**src/rtl/pwm_sar_pkg.sv**
```systemverilog
package pwm_sar_pkg;
  typedef enum logic {
    MODE_SEARCH = 1'b0,
    MODE_TRACK  = 1'b1
  } conv_mode_e;
endpackage

```
**src/rtl/pwm_sar_sync.sv**
```systemverilog
module pwm_sar_sync #(
  parameter int STAGES = 2
) (
  input  logic clk_i,
  input  logic rst_ni,
  input  logic d_i,
  output logic q_o
);
  logic [STAGES-1:0] chain_q;

  generate
    for (genvar i = 0; i < STAGES; i++) begin : g_stage
      if (i == 0) begin : g_first
        always_ff @(posedge clk_i or negedge rst_ni)
          if (!rst_ni) chain_q[0] <= 1'b0;
          else         chain_q[0] <= d_i;
      end else begin : g_next
        always_ff @(posedge clk_i or negedge rst_ni)
          if (!rst_ni) chain_q[i] <= 1'b0;
          else         chain_q[i] <= chain_q[i-1];
      end
    end
  endgenerate

  assign q_o = chain_q[STAGES-1];
endmodule

```
**src/rtl/pwm_sar_timer.sv**
```systemverilog
module pwm_sar_timer #(
  parameter int CNT_W = 16
) (
  input  logic             clk_i,
  input  logic             rst_ni,
  input  logic [CNT_W-1:0] period_i,
  input  logic [CNT_W-1:0] duty_next_i,
  output logic             wrap_o,
  output logic [CNT_W-1:0] duty_o,
  output logic             pwm_o
);
  logic [CNT_W-1:0] cnt_q, cnt_d;
  logic [CNT_W-1:0] duty_q, duty_d;
  logic             pwm_q;

  // >= so a period lowered below the count still ends the period
  assign wrap_o = (cnt_q >= period_i);
  assign cnt_d  = wrap_o ? '0 : cnt_q + 1'b1;
  // shadow load only at period end: no runt pulses
  assign duty_d = wrap_o ? duty_next_i : duty_q;

  always_ff @(posedge clk_i or negedge rst_ni) begin
    if (!rst_ni) begin
      cnt_q  <= '0;
      duty_q <= '0;
      pwm_q  <= 1'b0;
    end else begin
      cnt_q  <= cnt_d;
      duty_q <= duty_d;
      pwm_q  <= (cnt_d < duty_d);
    end
  end

  assign duty_o = duty_q;
  assign pwm_o  = pwm_q;
endmodule

```
**src/rtl/pwm_sar_ctrl.sv**
```systemverilog
module pwm_sar_ctrl
  import pwm_sar_pkg::*;
#(
  parameter int CNT_W = 16,
  parameter int SET_W = 8
) (
  input  logic             clk_i,
  input  logic             rst_ni,
  input  logic             wrap_i,
  input  logic             start_i,
  input  logic             cmp_i,
  input  logic [CNT_W-1:0] period_i,
  input  logic [SET_W-1:0] settle_i,
  output logic [CNT_W-1:0] trial_next_o,
  output logic [CNT_W-1:0] step_o,
  output logic             decide_o,
  output logic [CNT_W-1:0] result_o,
  output logic             valid_o
);
  localparam logic [CNT_W-1:0] MID = CNT_W'(1) << (CNT_W-1);
  localparam logic [CNT_W-1:0] ONE = CNT_W'(1);

  conv_mode_e       mode_q, mode_n;
  logic [CNT_W-1:0] acc_q, acc_n;
  logic [CNT_W-1:0] step_q, step_n;
  logic [CNT_W-1:0] trial_q, trial_n;
  logic [CNT_W-1:0] result_q, result_n;
  logic [SET_W-1:0] wcnt_q;
  logic             up_q, up_n;
  logic             grow_q, grow_n;
  logic             pend_q;
  logic             valid_q, valid_n;
  logic             apply, decide, cont;
  logic [CNT_W-1:0] dbl;
  logic [CNT_W:0]   sum;

  assign apply  = wrap_i & pend_q;
  assign decide = wrap_i & ~pend_q & (wcnt_q >= settle_i);
  assign dbl    = step_q[CNT_W-1] ? step_q : (step_q << 1);
  // tracking continues when an upward trial was not above, or a downward one was
  assign cont   = up_q ^ cmp_i;

  always_comb begin
    acc_n    = acc_q;
    step_n   = step_q;
    up_n     = up_q;
    grow_n   = grow_q;
    mode_n   = mode_q;
    result_n = result_q;
    valid_n  = 1'b0;
    if (apply) begin
      acc_n  = '0;
      step_n = MID;
      up_n   = 1'b1;
      grow_n = 1'b1;
      mode_n = MODE_SEARCH;
    end else if (decide) begin
      if (mode_q == MODE_SEARCH) begin
        acc_n = cmp_i ? acc_q : trial_q;
        if (step_q == ONE) begin
          mode_n   = MODE_TRACK;
          result_n = acc_n;
          valid_n  = 1'b1;
        end else begin
          step_n = step_q >> 1;
        end
      end else begin
        acc_n = trial_q;
        if (cont) begin
          if (up_q && (trial_q == period_i)) begin
            step_n   = ONE;
            grow_n   = 1'b1;
            result_n = trial_q;
            valid_n  = 1'b1;
          end else if (!up_q && (trial_q == '0)) begin
            step_n = ONE;
          end else begin
            step_n = grow_q ? dbl : step_q;
          end
        end else begin
          up_n   = ~up_q;
          step_n = ONE;
          grow_n = (step_q == ONE);
          if (step_q == ONE) begin
            valid_n  = 1'b1;
            result_n = up_q ? acc_q : trial_q;
          end
        end
      end
    end
  end

  always_comb begin
    sum     = {1'b0, acc_n} + {1'b0, step_n};
    trial_n = trial_q;
    if (apply || decide) begin
      if (up_n) trial_n = (sum > {1'b0, period_i}) ? period_i : sum[CNT_W-1:0];
      else      trial_n = (acc_n > step_n) ? (acc_n - step_n) : '0;
    end
  end

  always_ff @(posedge clk_i or negedge rst_ni) begin
    if (!rst_ni) begin
      mode_q   <= MODE_SEARCH;
      acc_q    <= '0;
      step_q   <= MID;
      trial_q  <= '0;
      result_q <= '0;
      wcnt_q   <= '0;
      up_q     <= 1'b1;
      grow_q   <= 1'b1;
      pend_q   <= 1'b1;
      valid_q  <= 1'b0;
    end else begin
      mode_q   <= mode_n;
      acc_q    <= acc_n;
      step_q   <= step_n;
      trial_q  <= trial_n;
      result_q <= result_n;
      up_q     <= up_n;
      grow_q   <= grow_n;
      valid_q  <= valid_n;
      pend_q   <= start_i | (pend_q & ~wrap_i);
      if (wrap_i) wcnt_q <= (apply || decide) ? '0 : wcnt_q + 1'b1;
    end
  end

  assign trial_next_o = trial_n;
  assign step_o       = step_q;
  assign decide_o     = decide;
  assign result_o     = result_q;
  assign valid_o      = valid_q;
endmodule

```
**src/rtl/pwm_sar_tracker.sv**
```systemverilog
module pwm_sar_tracker #(
  parameter int CNT_W       = 16,
  parameter int SET_W       = 8,
  parameter int SYNC_STAGES = 2
) (
  input  logic             clk_i,
  input  logic             rst_ni,
  input  logic             start_i,
  input  logic [CNT_W-1:0] period_i,
  input  logic [SET_W-1:0] settle_i,
  input  logic             cmp_i,
  output logic             pwm_o,
  output logic [CNT_W-1:0] result_o,
  output logic             valid_o
);
  logic             wrap_w;
  logic             cmp_s;
  logic             decide_w;
  logic [CNT_W-1:0] duty_w;
  logic [CNT_W-1:0] trial_next_w;
  logic [CNT_W-1:0] step_w;

  pwm_sar_sync #(.STAGES(SYNC_STAGES)) u_sync (
    .clk_i  (clk_i),
    .rst_ni (rst_ni),
    .d_i    (cmp_i),
    .q_o    (cmp_s)
  );

  pwm_sar_timer #(.CNT_W(CNT_W)) u_timer (
    .clk_i       (clk_i),
    .rst_ni      (rst_ni),
    .period_i    (period_i),
    .duty_next_i (trial_next_w),
    .wrap_o      (wrap_w),
    .duty_o      (duty_w),
    .pwm_o       (pwm_o)
  );

  pwm_sar_ctrl #(.CNT_W(CNT_W), .SET_W(SET_W)) u_ctrl (
    .clk_i        (clk_i),
    .rst_ni       (rst_ni),
    .wrap_i       (wrap_w),
    .start_i      (start_i),
    .cmp_i        (cmp_s),
    .period_i     (period_i),
    .settle_i     (settle_i),
    .trial_next_o (trial_next_w),
    .step_o       (step_w),
    .decide_o     (decide_w),
    .result_o     (result_o),
    .valid_o      (valid_o)
  );
endmodule

```
**config.mk**
```make
export PLATFORM = sky130hd
export DESIGN_NAME = pwm_sar_tracker
export DESIGN_NICKNAME = d
export VERILOG_FILES = /design/src/rtl/pwm_sar_pkg.sv /design/src/rtl/pwm_sar_sync.sv /design/src/rtl/pwm_sar_timer.sv /design/src/rtl/pwm_sar_ctrl.sv /design/src/rtl/pwm_sar_tracker.sv
export SDC_FILE = /design/constraint.sdc
export NUM_CORES = 1
export LEC_CHECK = 0
export BUFFER_PORTS_ARGS = -buffer_cell sky130_fd_sc_hd__buf_2
export CAP_MARGIN = 20
export CORE_ASPECT_RATIO = 0.9
export CORE_MARGIN = 8
export CORE_UTILIZATION = 25
export DETAILED_ROUTE_END_ITERATION = 7
export PLACE_DENSITY = 0.4
export SYNTH_ARGS = -nofsm -noshare
export SYNTH_HDL_FRONTEND = slang
export SYNTH_SLANG_ARGS = --single-unit
```
**constraint.sdc**
```tcl
create_clock -name clk_i -period 19.6 [get_ports clk_i]
set_input_delay 1.96 -clock clk_i [delete_from_list [all_inputs] [get_ports clk_i]]
set_output_delay 1.96 -clock clk_i [all_outputs]
set_load 0.05 [all_outputs]
```
Word level (Yosys, flattened, before mapping):

Cells that the tools add are included.

* add/subtract/negate cells: 4
* muxes and demuxes: 44
* eq/ne operators: 4
* magnitude comparators: 5
* bitwise gates (word level): 10
* reductions and logical operators: 11

Operator list (count)
* 16-bit two-way mux: 25
* 1-bit two-way mux: 18
* 16-bit by 16-bit adder with 17-bit output: 1
* 17-bit by 16-bit greater-than comparator with 1-bit output: 1
* 16-bit by 1-bit adder with 16-bit output (second input constant): 1
* 16-bit by 1-bit equality test with 1-bit output (second input constant): 1
* 16-bit equality test: 1
* 16-bit >= comparator: 1
* 16-bit greater-than comparator: 1
* 16-bit logical NOT: 1
* 16-bit less-than comparator: 1
* 16-bit subtractor: 1
* 8-bit by 1-bit adder with 8-bit output (second input constant): 1
* 8-bit >= comparator: 1
* 8-bit two-way mux: 1
* 2-bit nonzero test: 4
* 5-bit AND reduction: 1
* 1-bit bitwise AND: 4
* 1-bit inverter: 4
* 3-bit by 2-bit inequality test with 1-bit output (second input constant): 1
* 3-bit inequality test (second input constant): 1
* 3-bit AND reduction: 1
* 1-bit logical AND: 2
* 1-bit logical NOT: 1
* 3 further kinds: 3

* flip-flop bits (word level): 112
* word-level logic and storage cells: 93
* input port bits: 28
* output and inout port bits: 18

Longest topological paths before layout:

* depth in word-level cells: 15
* depth in mapped cells: 42
* mapped depth without buffers: 40

By module:

A second synthesis with hierarchy kept.

* cells, all modules: 1001
* area total of the unflattened synthesis: 8789.7 um^2

Modules (own cells, without submodules)
* pwm_sar_ctrl: instances 1, cells each 786, area each 6611.3 um^2, seq. area each 1931.9 um^2
* pwm_sar_timer: instances 1, cells each 213, area each 2128.3 um^2, seq. area each 825.8 um^2
* pwm_sar_sync: instances 1, cells each 2, area each 50.0 um^2, seq. area each 50.0 um^2

Worst setup path after synthesis:

OpenSTA, ideal clock, no wires.

* path kind: input to register
* start point: input period_i[5]
* end point: register u_timer.pwm_q, in the netlist u_timer.pwm_o
* data required time: 19.537 ns
* path buffers: 2
* setup time: 0.063 ns
* stages: 38
* slack: 10.119 ns
* data arrival time: 9.418 ns
* path through: inv_1 -> ha_1 -> nand2_1 -> or3_1 -> o221ai_1 -> a21oi_1 -> nor3b_1 -> o21ai_1 -> clkbuf_1 -> a221oi_1 -> ha_1 -> inv_1 -> fa_1 -> o21ba_1 -> a2111oi_4 -> o211ai_2 -> a21oi_1 -> a221oi_1 -> [... 2 more ...] -> nand3_1 -> nor3_1 -> a21oi_1 -> a221oi_4 -> buf_6 -> a211o_1 -> nor2_1 -> a211oi_1 -> ha_1 -> a21o_1 -> a21o_1 -> a21o_1 -> a21o_1 -> a21oi_1 -> nor2_1 -> a211oi_1 -> nor3b_1 -> a21bo_2

* word-level cells in the longest chain between the ends: 14
* elaborated cells on any way between the ends: 27
* classes of those cells: add/sub: 2; order compare: 4; eq/ne: 1; mux: 15; bitwise: 3; reduce/logical: 2

Ends and longest elaborated chain
* from (decl): RTL line pwm_sar_tracker.sv:9 `input logic [CNT_W-1:0] period_i,`
* parallel branches: the longest is 6 deep, another holds 16-bit >= comparator
* 16-bit two-way mux *: RTL line pwm_sar_ctrl.sv:51 `if (apply) begin`
* net u_ctrl.step_n[0]: RTL line pwm_sar_ctrl.sv:25 `logic [CNT_W-1:0] step_q, step_n;`
* 16-bit by 16-bit adder with 17-bit output: RTL line pwm_sar_ctrl.sv:94 `sum = {1'b0, acc_n} + {1'b0, step_n};`
* 17-bit by 16-bit greater-than comparator with 1-bit output: RTL line pwm_sar_ctrl.sv:97 `if (up_n) trial_n = (sum > {1'b0, period_i}) ? period_i : sum[CNT_W-1:0];`
* 16-bit two-way mux: RTL line pwm_sar_ctrl.sv:97
* 16-bit two-way mux *: RTL line pwm_sar_ctrl.sv:97
* 16-bit two-way mux *: RTL line pwm_sar_ctrl.sv:96 `if (apply || decide) begin`
* 16-bit two-way mux *: RTL line pwm_sar_timer.sv:20 `assign duty_d = wrap_o ? duty_next_i : duty_q;`
* 16-bit less-than comparator *: RTL line pwm_sar_timer.sv:30 `pwm_q <= (cnt_d < duty_d);`
* to (signal assigned): RTL line pwm_sar_timer.sv:30
* to (decl): RTL line pwm_sar_timer.sv:14 `logic pwm_q;`

Mark *: on every way through the listed nets, which the timed path passes.
A chain may end at the register's enable or synchronous reset.

Worst setup path after layout:

* start point: input period_i[9]
* end point: register u_timer.pwm_q, in the netlist u_timer.pwm_o

* elaborated cells on any way between the ends: 27
* classes of those cells: add/sub: 2; order compare: 4; eq/ne: 1; mux: 15; bitwise: 3; reduce/logical: 2

RTL lines
* 16-bit >= comparator *: RTL line pwm_sar_timer.sv:17 `assign wrap_o = (cnt_q >= period_i);`
* 1-bit bitwise AND (2 in a row): RTL line pwm_sar_ctrl.sv:38 `assign decide = wrap_i & ~pend_q & (wcnt_q >= settle_i);`
* 16-bit two-way mux: RTL line pwm_sar_ctrl.sv:57 `end else if (decide) begin`
* 16-bit two-way mux *: RTL line pwm_sar_ctrl.sv:51
* net u_ctrl.acc_n[0]: RTL line pwm_sar_ctrl.sv:24 `logic [CNT_W-1:0] acc_q, acc_n;`
* 16-bit by 16-bit adder with 17-bit output: RTL line pwm_sar_ctrl.sv:94
* 17-bit by 16-bit greater-than comparator with 1-bit output: RTL line pwm_sar_ctrl.sv:97
* 16-bit two-way mux: RTL line pwm_sar_ctrl.sv:97
* 16-bit two-way mux *: RTL line pwm_sar_ctrl.sv:97
* 16-bit two-way mux *: RTL line pwm_sar_ctrl.sv:96
* 16-bit two-way mux *: RTL line pwm_sar_timer.sv:20
* 16-bit less-than comparator *: RTL line pwm_sar_timer.sv:30

The timed path passes the listed nets; every way through them passes the cells marked *.

==> impl_metrics.yaml <==
place:
  placed_cells: 1465
  globalplace.congestion: 0.840
  hpwl_um: 23300
  port-buffer-count: 45
  placed_area_um2: 9370
  post-place-ws_ns: 8.17
yosys:
  yosysMostFrequentCell: "dfrtp_1"
  dominantRegCellSynth: "dfrtp_1"
  synth-seq-area-share: 0.323
  async_flop_share: 1.00
  ys_warn_count: 0
  netlist_area_um2: 8700
  synth_top_cell_by_area: "dfrtp_1"
  synth_top_area_share: 0.311
  synth_area_leaders: "dfrtp_1 31%, ha_1 13%, mux2i_1 5.8%, nand2_1 4.5%, xnor2_1 4.2%"
  synth_commonest_cells: "108 x dfrtp_1, 104 x nand2_1, 92 x nor2_1"
  ys_seq_elements: 112
  syn_nets: 1108
  yosysUniqueCellTypes: 74
  synth_edf_count: 0
  syn_inst: 989
  syn_avg_cell_area_um2: 8.80
sta:
  rsz0062_at_grt: "false"
  max_slew_margin: 0.389
  min_period_ns: 11.20
  whs_ns: 0.353
  final.setup.tns_ns: 0
  finalSetupViolations: 0
  max_freq_ghz: 0.0893
  setup_slack_ns: 8.40
  fin_worst_skew_ns: 0.0133
  period_share: 0.571
  worst_pin_slew_ns: 0.916
  slew_viol_final: 0
  finalHoldViolations: 0
worst_setup_path:
  worstPathBufferInverterCount: 7
  worst-path-max-fanout: 25
  critPathRequiredTime_ns: 19.92
  end_kind: "flip-flop"
  crit_type: "in2reg"
  critPathSlowestCell: "a21oi_2"
  path_delay_family: "compound AO/OA/AOI/OAI gates"
  crit_path_max_incr_delay_ns: 0.54
  cp-start-kind: "primary input"
  cp.arrival_ns: 11.52
  cpMostUsedCell: "a21o_1"
routing:
  wl_per_cell_um: 20.2
  dr_total_vias: 7281
  postRouteAntennaNets: 0
  drtIter0Drc: 517
  drt-pass1-iter-count: 5
  drc: 0
  avgViaCountPerCell: 4.91
  drt-total-wl_um: 29900
clock_tree:
  cts_buffer_depth: 2
  post-cts-setup-buffers: 0
  cts-root-buf: "clkbuf_16"
  cts_tree: "yes"
  insertion_delay_ns: 0.37
  htree_num_levels: 3
  numClockSinks: 112
  ctsHoldBuffers: 0
  cts-buffers-inserted: 9
  ctsResizeCount: 0
  clk_pin_slew_ns: 0.09
power:
  p_seq_frac: 0.376
  clkPwrFrac: 0.212
  p_comb_frac: 0.412
  intPower_mw: 0.524
  netSwitchingPower_mw: 0.411
  peakVddDrop_mv: 0.0409
  leakagePower_nw: 4.64
  power_per_cell_area_nw_per_um2: 96.3
  swShare: 0.439
die:
  num_rows: 65
  io_pins: 46
  die_w_um: 213
  start_util: 0.251
  die_y_um: 193
  core_area_um2: 34600
  dieArea_um2: 41000
global_routing:
  antenna_found_initial: 0
  grt.overflow.total: 0
  grt_pass1_vias: 7236
  grt_pass1_wl_um: 46100
  grt_max_degree: 63
  gr-usage-all-layers: 0.149
finish:
  fin_area_um2: 9700
  layout.cells.non_filler: 1484
  area_growth_syn_to_layout_pct: 11.5
  nets: 1128
  seqCellArea_um2: 2810
  multi_input_area_um2: 5460
  nFillCells: 3746
  drive_above_1_share: 0.102
hold_path:
  hold_path.class: "reg2reg"
status:
  status: "finished clean"
run:
  maxCapViolations: 0
==> final timing paths <==
check | end | slack, ns | depth (start not counted) | from
worst max-delay path | u_timer.pwm_o | 8.40 | 44 | period_i[9]
worst min-delay path | u_sync.q_o | 0.35 | 0 | u_sync.chain_q[0]
worst max register to register | u_timer.pwm_o | 9.74 | 42 | u_timer.cnt_q[2]
worst min register to register | u_sync.q_o | 0.35 | 0 | u_sync.chain_q[0]
max in group asynchronous | u_ctrl.wcnt_q[3] | 16.62 | 2 | rst_ni
min in group asynchronous | u_ctrl.step_o[10] | 1.68 | 1 | rst_ni
==> power by group through the flow <==
stage               clock network, mW  registers [mW]  logic, mW
finish                          0.198           0.352      0.385
global route                    0.212           0.357      0.430
CTS                             0.204           0.351      0.385
detailed placement                  0           0.355      0.384
global placement                    0           0.356      0.388
floorplan                           0           0.314      0.290
==> worst reg2reg max path, delay by kind of cell, from the launching register on <==
family	cells	cell delay [ns]
muxes	1	0.11
adders and majority gates	5	1.57
buffers and inverters	5	1.06
xor gates and xnor gates	1	0.30
DFF	1	0.47
AOI/OAI and AO/OA	21	5.04
and+or+nand+nor	9	1.26
==> state kept, by name, indices dropped and copies added (netlist names) <==
name / flops
u_timer.cnt_q: 16
u_ctrl.step_o: 16
u_timer.pwm_o: 1
u_sync.q_o: 1
u_ctrl.up_q: 1
u_ctrl.mode_q: 1
u_ctrl.valid_o: 1
u_ctrl.trial_q: 16
u_ctrl.wcnt_q: 8
u_ctrl.grow_q: 1
u_ctrl.pend_q: 1
u_ctrl.acc_q: 16
u_timer.duty_o: 16
u_ctrl.result_o: 16
u_sync.chain_q: 1
==> routing by layer <==
layer,global-route usage,share of wire
met5,0,0
met4,0.0284,0.010
met3,0.0171,0.032
met2,0.232,0.44
met1,0.219,0.52
==> placed cells by master, fill, tap and decap left out, types with 22 or more instances in the layout <==
cell | Yosys | final
dfrtp_1 | 108 | 108
nand2_1 | 104 | 104
nor2_1 | 92 | 92
ha_1 | 89 | 89
o21ai_0 | 63 | 63
a21oi_1 | 57 | 56
inv_1 | 53 | 53
mux2i_1 | 50 | 50
buf_2 | 5 | 44
xnor2_1 | 42 | 42
a21o_1 | 32 | 32
nand3_1 | 22 | 22
==> through the flow <==
stage                     total power, mW   util
after global placement              0.744  0.270
after floorplan                     0.604      -
after global routing                0.999  0.280
final                               0.934  0.280
after CTS                           0.940  0.279
after detailed placement            0.739  0.270
==> logic make-up (layout without fill, tap and decap cells) <==
kind of cell    after synthesis  count (layout)  synth area share
mux                          54              54            0.0627
xor+xnor                     59              59            0.0594
buf+inv                     102             127            0.0512
simple gates                305             305             0.163
other cells                   0               1                 0
compound gates              266             266             0.208
flops                       112             112             0.323
fa+ha+maj                    91              91             0.133
==> final cells by class <==
cell class	instances	share of cell area
multi-input combinational	775	0.563
sequential	112	0.289
tap	469	0.0605
timing repair buffer	58	0.0351
clock buffer	9	0.0232
inverter	53	0.0205
clock inverter	7	0.00800
antenna	1	0.000258
No activity file was read; power rests on OpenSTA's default activity.
